--- config.mk ---
export PLATFORM = sky130hd
export DESIGN_NAME = uart_irq_status
export DESIGN_NICKNAME = d
export VERILOG_FILES = /design/src/rtl/uart_irq_pkg.sv /design/src/rtl/uart_irq_rx_timeout.sv /design/src/rtl/uart_irq_sources.sv /design/src/rtl/uart_irq_prio.sv /design/src/rtl/uart_irq_status.sv
export SDC_FILE = /design/constraint.sdc
export NUM_CORES = 1
export LEC_CHECK = 0
export ABC_AREA = 1
export ABC_CLOCK_PERIOD_IN_PS = 3800
export BUFFER_PORTS_ARGS = -buffer_cell sky130_fd_sc_hd__buf_4
export CORE_ASPECT_RATIO = 1.4
export CORE_MARGIN = 5
export CORE_UTILIZATION = 49
export DETAILED_ROUTE_END_ITERATION = 8
export PLACE_DENSITY = 0.86
export SLEW_MARGIN = 0
export SYNTH_ARGS = -nofsm -noshare
export SYNTH_HDL_FRONTEND = slang
export SYNTH_SLANG_ARGS = --single-unit
--- constraint.sdc ---
create_clock -name clk_i -period 3.8 [get_ports clk_i]
set_clock_uncertainty 0.05 [all_clocks]
set_input_delay 0.19 -clock clk_i [delete_from_list [all_inputs] [get_ports clk_i]]
set_output_delay 0.19 -clock clk_i [all_outputs]
set_load 0.005 [all_outputs]
--- src/rtl/uart_irq_pkg.sv ---
package uart_irq_pkg;
  localparam int NSRC = 7;

  // index = priority rank, 0 is highest
  typedef enum int {
    SRC_LINE  = 0,
    SRC_TOUT  = 1,
    SRC_RXRDY = 2,
    SRC_TXRDY = 3,
    SRC_MODEM = 4,
    SRC_XOFF  = 5,
    SRC_FLOW  = 6
  } src_e;

  localparam logic [5:0] CODE_NONE = 6'b000001;

  function automatic logic [5:0] src_code(input int idx);
    case (idx)
      SRC_LINE:  return 6'b000110;
      SRC_TOUT:  return 6'b001100;
      SRC_RXRDY: return 6'b000100;
      SRC_TXRDY: return 6'b000010;
      SRC_MODEM: return 6'b000000;
      SRC_XOFF:  return 6'b010000;
      SRC_FLOW:  return 6'b100000;
      default:   return CODE_NONE;
    endcase
  endfunction
endpackage

--- src/rtl/uart_irq_rx_timeout.sv ---
module uart_irq_rx_timeout #(
  parameter int TOUT_W = 6
) (
  input  logic       clk_i,
  input  logic       rst_ni,
  input  logic       tick_i,
  input  logic [1:0] wlen_i,
  input  logic       nonempty_i,
  input  logic       rx_char_i,
  input  logic       rhr_rd_i,
  output logic       tout_o
);
  localparam logic [TOUT_W-1:0] BASE = TOUT_W'(4 * 7 + 12);

  logic [TOUT_W-1:0] cnt_q, limit;
  logic              done_q;

  // 4 frames of (start + 5..8 data + stop) plus 12 bits
  assign limit = BASE + (TOUT_W'(wlen_i) << 2);

  always_ff @(posedge clk_i or negedge rst_ni) begin
    if (!rst_ni) begin
      cnt_q  <= '0;
      done_q <= 1'b0;
      tout_o <= 1'b0;
    end else begin
      if (rhr_rd_i) tout_o <= 1'b0;
      if (rx_char_i || rhr_rd_i || !nonempty_i) begin
        cnt_q  <= '0;
        done_q <= 1'b0;
      end else if (tick_i && !done_q) begin
        if (cnt_q == limit - 1'b1) begin
          done_q <= 1'b1;
          tout_o <= 1'b1;
        end else begin
          cnt_q <= cnt_q + 1'b1;
        end
      end
    end
  end
endmodule

--- src/rtl/uart_irq_sources.sv ---
module uart_irq_sources (
  input  logic       clk_i,
  input  logic       rst_ni,
  input  logic       enh_i,
  input  logic [3:0] lsr_evt_i,
  input  logic       lsr_rd_i,
  input  logic [3:0] msr_evt_i,
  input  logic       msr_rd_i,
  input  logic       isr_rd_i,
  input  logic       thr_wr_i,
  input  logic       tx_cond_i,
  input  logic       sel_tx_i,
  input  logic       sel_xoff_i,
  input  logic       xoff_match_i,
  input  logic       xon_i,
  input  logic       cts_i,
  input  logic       rts_i,
  input  logic       auto_cts_i,
  input  logic       auto_rts_i,
  output logic       line_o,
  output logic       tx_o,
  output logic       modem_o,
  output logic       xoff_o,
  output logic       flow_o,
  output logic       xoff_flag_o
);
  logic tx_cond_q, cts_q, rts_q;
  logic tx_rise, flow_edge, xoff_set;

  assign tx_rise   = tx_cond_i & ~tx_cond_q;
  assign xoff_set  = enh_i & xoff_match_i;
  assign flow_edge = enh_i & ((cts_i & ~cts_q & auto_cts_i) |
                              (rts_i & ~rts_q & auto_rts_i));

  always_ff @(posedge clk_i or negedge rst_ni) begin
    if (!rst_ni) begin
      line_o      <= 1'b0;
      tx_o        <= 1'b0;
      modem_o     <= 1'b0;
      xoff_o      <= 1'b0;
      flow_o      <= 1'b0;
      xoff_flag_o <= 1'b0;
      tx_cond_q   <= 1'b0;
      cts_q       <= 1'b0;
      rts_q       <= 1'b0;
    end else begin
      tx_cond_q <= tx_cond_i;
      cts_q     <= cts_i;
      rts_q     <= rts_i;

      if (|lsr_evt_i)    line_o <= 1'b1;
      else if (lsr_rd_i) line_o <= 1'b0;

      if (|msr_evt_i)    modem_o <= 1'b1;
      else if (msr_rd_i) modem_o <= 1'b0;

      if (flow_edge)     flow_o <= 1'b1;
      else if (msr_rd_i) flow_o <= 1'b0;

      // a holding write refills the FIFO: clear beats a coincident rise
      if (thr_wr_i || (isr_rd_i && sel_tx_i)) tx_o <= 1'b0;
      else if (tx_rise)                       tx_o <= 1'b1;

      if (xoff_set)                      xoff_o <= 1'b1;
      else if (isr_rd_i && sel_xoff_i)   xoff_o <= 1'b0;

      if (xoff_set)   xoff_flag_o <= 1'b1;
      else if (xon_i) xoff_flag_o <= 1'b0;
    end
  end
endmodule

--- src/rtl/uart_irq_prio.sv ---
module uart_irq_prio #(
  parameter int N = 7
) (
  input  logic [N-1:0] req_i,
  output logic [N-1:0] grant_o,
  output logic         any_o
);
  logic [N:0] seen;

  assign seen[0] = 1'b0;
  for (genvar i = 0; i < N; i++) begin : g_rank
    assign grant_o[i]  = req_i[i] & ~seen[i];
    assign seen[i+1]   = seen[i] | req_i[i];
  end
  assign any_o = seen[N];
endmodule

--- src/rtl/uart_irq_status.sv ---
module uart_irq_status
  import uart_irq_pkg::*;
#(
  parameter int FIFO_DEPTH = 128,
  parameter int TOUT_W     = 6,
  localparam int LVL_W     = $clog2(FIFO_DEPTH + 1)
) (
  input  logic             clk_i,
  input  logic             rst_ni,
  input  logic             fifo_en_i,
  input  logic             enh_i,
  input  logic [5:0]       ien_i,
  input  logic [1:0]       wlen_i,
  input  logic             baud_tick_i,
  input  logic [3:0]       lsr_evt_i,
  input  logic [3:0]       msr_evt_i,
  input  logic [LVL_W-1:0] rx_level_i,
  input  logic [LVL_W-1:0] rx_trig_i,
  input  logic             rx_char_i,
  input  logic [LVL_W-1:0] tx_level_i,
  input  logic [LVL_W-1:0] tx_trig_i,
  input  logic             tx_empty_i,
  input  logic             xoff_match_i,
  input  logic             xon_i,
  input  logic             cts_i,
  input  logic             rts_i,
  input  logic             auto_cts_i,
  input  logic             auto_rts_i,
  input  logic             isr_rd_i,
  input  logic             lsr_rd_i,
  input  logic             msr_rd_i,
  input  logic             rhr_rd_i,
  input  logic             thr_wr_i,
  output logic [7:0]       status_o,
  output logic             irq_o
);
  logic            line_p, tx_p, modem_p, xoff_p, flow_p, xoff_flag, tout_p;
  logic            rx_ready, tx_cond;
  logic [NSRC-1:0] req, grant;
  logic [5:0]      code;

  assign rx_ready = (rx_level_i >= rx_trig_i);
  assign tx_cond  = ien_i[1] & (tx_empty_i | (tx_level_i <= tx_trig_i));

  uart_irq_rx_timeout #(.TOUT_W(TOUT_W)) u_tout (
    .clk_i      (clk_i),
    .rst_ni     (rst_ni),
    .tick_i     (baud_tick_i),
    .wlen_i     (wlen_i),
    .nonempty_i (rx_level_i != '0),
    .rx_char_i  (rx_char_i),
    .rhr_rd_i   (rhr_rd_i),
    .tout_o     (tout_p)
  );

  uart_irq_sources u_src (
    .clk_i        (clk_i),
    .rst_ni       (rst_ni),
    .enh_i        (enh_i),
    .lsr_evt_i    (lsr_evt_i),
    .lsr_rd_i     (lsr_rd_i),
    .msr_evt_i    (msr_evt_i),
    .msr_rd_i     (msr_rd_i),
    .isr_rd_i     (isr_rd_i),
    .thr_wr_i     (thr_wr_i),
    .tx_cond_i    (tx_cond),
    .sel_tx_i     (grant[SRC_TXRDY]),
    .sel_xoff_i   (grant[SRC_XOFF]),
    .xoff_match_i (xoff_match_i),
    .xon_i        (xon_i),
    .cts_i        (cts_i),
    .rts_i        (rts_i),
    .auto_cts_i   (auto_cts_i),
    .auto_rts_i   (auto_rts_i),
    .line_o       (line_p),
    .tx_o         (tx_p),
    .modem_o      (modem_p),
    .xoff_o       (xoff_p),
    .flow_o       (flow_p),
    .xoff_flag_o  (xoff_flag)
  );

  always_comb begin
    req             = '0;
    req[SRC_LINE]   = line_p   & ien_i[2];
    req[SRC_TOUT]   = tout_p   & ien_i[0];
    req[SRC_RXRDY]  = rx_ready & ien_i[0];
    req[SRC_TXRDY]  = tx_p     & ien_i[1];
    req[SRC_MODEM]  = modem_p  & ien_i[3];
    req[SRC_XOFF]   = xoff_p   & ien_i[4] & enh_i;
    req[SRC_FLOW]   = flow_p   & ien_i[5] & enh_i;
  end

  uart_irq_prio #(.N(NSRC)) u_prio (
    .req_i   (req),
    .grant_o (grant),
    .any_o   (irq_o)
  );

  always_comb begin
    code = CODE_NONE;
    for (int i = 0; i < NSRC; i++)
      if (grant[i]) code = src_code(i);
  end

  // bit 4 follows the sticky Xoff flag, not just the winning code
  assign status_o = {{2{fifo_en_i}}, code[5], code[4] | (xoff_flag & enh_i), code[3:0]};
endmodule

==> impl_metrics.env <==
export IMPL_grt_setup_unrepaired="false"
export IMPL_min_delay_start="lsr_rd_i"
export IMPL_layout_area_overhead_vs_synth_pct=45.3
export IMPL_vias_per_cell=4.77
export IMPL_setup_reg_to_reg_worst_slack_ns=2.16
export IMPL_dp_hpwl_um=2890
export IMPL_leakage_uw=0.00119
export IMPL_timing_critical_path_arrival_ns=1.57
export IMPL_first_global_vias=1459
export IMPL_groute_usage_overall_pct=18.0
export IMPL_post_route_period_util_pct=47.8
export IMPL_clockRootBuffer="clkbuf_8"
export IMPL_crit_path_class="input pin to output pin"
export IMPL_port_buffer_count=71
export IMPL_placementRows=23
export IMPL_synthesis_yosys_warnings=0
export IMPL_postSynthRegisterBits=17
export IMPL_postCtsSetupRepairBufs=0
export IMPL_post_synth_main_area_contributors="dfrtp_1, ha_1, nand2_1"
export IMPL_numCtsBuffers=3
export IMPL_avgRoutedWirePerCell_um=11.0
export IMPL_chipHeight_um=73.6
export IMPL_detailed_place_area_um2=1980
export IMPL_syn_avg_cell_area_um2=7.15
export IMPL_gpl_final_weighted_congestion=0.844
export IMPL_nets=359
export IMPL_required_ns=3.56
export IMPL_maximum_vdd_drop_mv=0.273
export IMPL_pin_count=75
export IMPL_timing_fmax_ghz=0.551
export IMPL_number_of_flip_flops_in_the_largest_register=6
export IMPL_final_period_minus_worst_setup_slack_ns=1.81
export IMPL_whs_endpoint="u_src.line_o"
export IMPL_hold_buffers=3
export IMPL_reg2reg_depth=7
export IMPL_detail_route_first_pass_iterations=4
export IMPL_drive_gt1_share_pct=31.4
export IMPL_crit_reg2reg_launch="u_tout.cnt_q[1]"
export IMPL_crit_path_top_delay_cell="ha_1"
export IMPL_wirelength_um=3440
export IMPL_hold_slack_ns=0.0648
export IMPL_initial_utilization_pct=50.2
export IMPL_postCtsResizedCells=0
export IMPL_hold_viol=0
export IMPL_timing_critical_path_fanout_max=4
export IMPL_holdCritPathClass="input pin to flop"
export IMPL_crit_reg2reg_capture="u_tout.cnt_q[4]"
export IMPL_clk_insertion_delay_late_ns=0.26
export IMPL_crit_path_cell_trace="buf_4 > ha_1 > a21oi_1 > nor2_1 > nor2_1 > nand3_1 > nand2_1 > nand4_1 > nor2_1 > inv_2 > buf_4"
export IMPL_fp_coreArea_um2=2820
export IMPL_area_used_by_multi_input_combinational_logic_um2=816
export IMPL_finalSetupViolCount=0
export IMPL_filler_cell_count=247
export IMPL_clock_tree_from_tritoncts="done"
export IMPL_synthesis_instances=198
export IMPL_synth_sequential_area_ratio_pct=30.1
export IMPL_setup_worst_path_end_class="output pin"
export IMPL_antenna_found_initial=0
export IMPL_ant_nets=0
export IMPL_h_tree_depth=1
export IMPL_floorplan_die_area_um2=4080
export IMPL_worst_pin_slew_ns=0.354
export IMPL_mappedNetlistArea_um2=1420
export IMPL_netlist_area_leader_share_pct=30.1
export IMPL_worst_hold_path_stage_count=2
export IMPL_outcome="completed"
export IMPL_powerDensity_nw_per_um2=226
export IMPL_critPathMaxStageDelay_ns=0.30
export IMPL_insertedDiodeCount=0
export IMPL_yosys_cell_types_count=28
export IMPL_drcViolationCount=0
export IMPL_mappedNetlistNets=282
export IMPL_clk_path_buf_depth=2
export IMPL_critical_path_startpoint_type="input pin"
export IMPL_worst_setup_hold_path_clk_slew_ns=0.07
export IMPL_setup_total_negative_slack_ns=0
export IMPL_yosys_area_top_type="dfrtp_1"
export IMPL_finalMaxSlewViolations=0
export IMPL_dieWidth_um=55.4
export IMPL_top_register="u_tout.cnt_q"
export IMPL_grt_overflow_total=0
export IMPL_ff_latch_area_um2=425
export IMPL_largest_net_degree_at_the_start_of_global_routing=18
export IMPL_clkSinkCount=17
export IMPL_max_slew_headroom_pct=76.3
export IMPL_crit_top_cell="nor2_1"
export IMPL_drtIter0Drc=38
export IMPL_drv_cap=0
export IMPL_postLayoutCellArea_um2=2060
export IMPL_grt_first_pass_wirelength_um=5970
export IMPL_vias=1482
export IMPL_final_standard_cell_utilization_of_the_core_pct=72.9
[placed cells by master (no fill, tap or decap), drive strengths merged, types with 2 or more instances in the layout]
cell and n:
a21oi 6, buf 71, clkbuf 3, clkinv 2, dfrtp 17, dlygate4sd3 3, ha 18, inv 41
nand2 49, nand3 12, nand4 4, nor2 18, nor3 3, nor4 4, o21ai 10, xnor2 3
xor2 2
[per-layer routing]
layer,GRT usage (%),wire (µm),up-vias
li1,-,-,780
met1,18.9,1290,636
met2,35.1,1830,61
met3,4.39,275,5
met4,4.86,37,0
met5,0,0,-
[worst max-delay path, delay by kind of cell]
| family | cells | cell delay, ns |
|---|---|---|
| simple gates | 6 | 0.65 |
| buf+inv | 3 | 0.28 |
| compound gates | 1 | 0.15 |
| fa+ha+maj | 1 | 0.30 |
[through the flow]
stage          total power, µW  setup WS [ns]  instances
2_1_floorplan              256           2.32        198
3_3_place_gp               326           2.00        304
3_5_place_dp               330           1.96        304
4_1_cts                    469           1.96        311
5_1_grt                    497           1.84        311
6_report                   465           1.99        311
[synth_stat cells]
cell / count
xnor2_1: 3
o21ai_4: 1
inv_1: 35
a21o_1: 1
clkinv_2: 1
nor4_1: 4
and2_1: 1
nand4_1: 4
or2_1: 1
nand2_1: 48
nor2_1: 18
a21oi_1: 6
buf_4: 2
a31oi_1: 1
a21boi_1: 1
xor2_1: 2
nor3_4: 1
o21bai_1: 1
inv_2: 6
nand2_4: 1
dfrtp_1: 17
or3_4: 1
ha_1: 18
nand3_1: 12
nand3b_1: 1
nor3_1: 2
o21ai_1: 4
o21ai_0: 5
[worst max path at each step]
stage                       start  slack, ns  endpoint  cells past startpoint
detailed placement  rx_level_i[5]       1.96     irq_o                     11
finish              rx_level_i[5]       1.99     irq_o                     11
global placement    rx_level_i[5]       2.00     irq_o                     11
floorplan            rx_trig_i[7]       2.32     irq_o                      9
CTS                 rx_level_i[5]       1.96     irq_o                     11
global route        rx_level_i[5]       1.84     irq_o                     11
[report_power, final]
part           total, µW  internal (µW)  switching (µW)  leakage [µW]
Sequential           191            187            3.22      0.000212
Clock                137           72.9            64.2     0.0000255
Combinational        137           77.3            59.8      0.000954
[logic make-up (layout without fill, tap and decap cells)]
family / count (synthesis) / after routing / synth area share (%)
simple gates: 94 / 94 / 30.2
buf+inv: 44 / 120 / 12.3
compound gates: 20 / 20 / 8.49
fa+ha+maj: 18 / 18 / 15.9
flops: 17 / 17 / 30.1
xor+xnor: 5 / 5 / 3.10
[layout make-up]
| class | instances | share of cell area [%] |
|---|---|---|
| clock inverters | 1 | 0.243 |
| multi-input cells | 137 | 39.7 |
| repair buffers | 74 | 27.4 |
| inverters | 42 | 7.73 |
| clock buffers | 3 | 2.01 |
| flip-flops and latches | 17 | 20.7 |
| well taps | 37 | 2.25 |
Power figures use the tool's default switching activity.
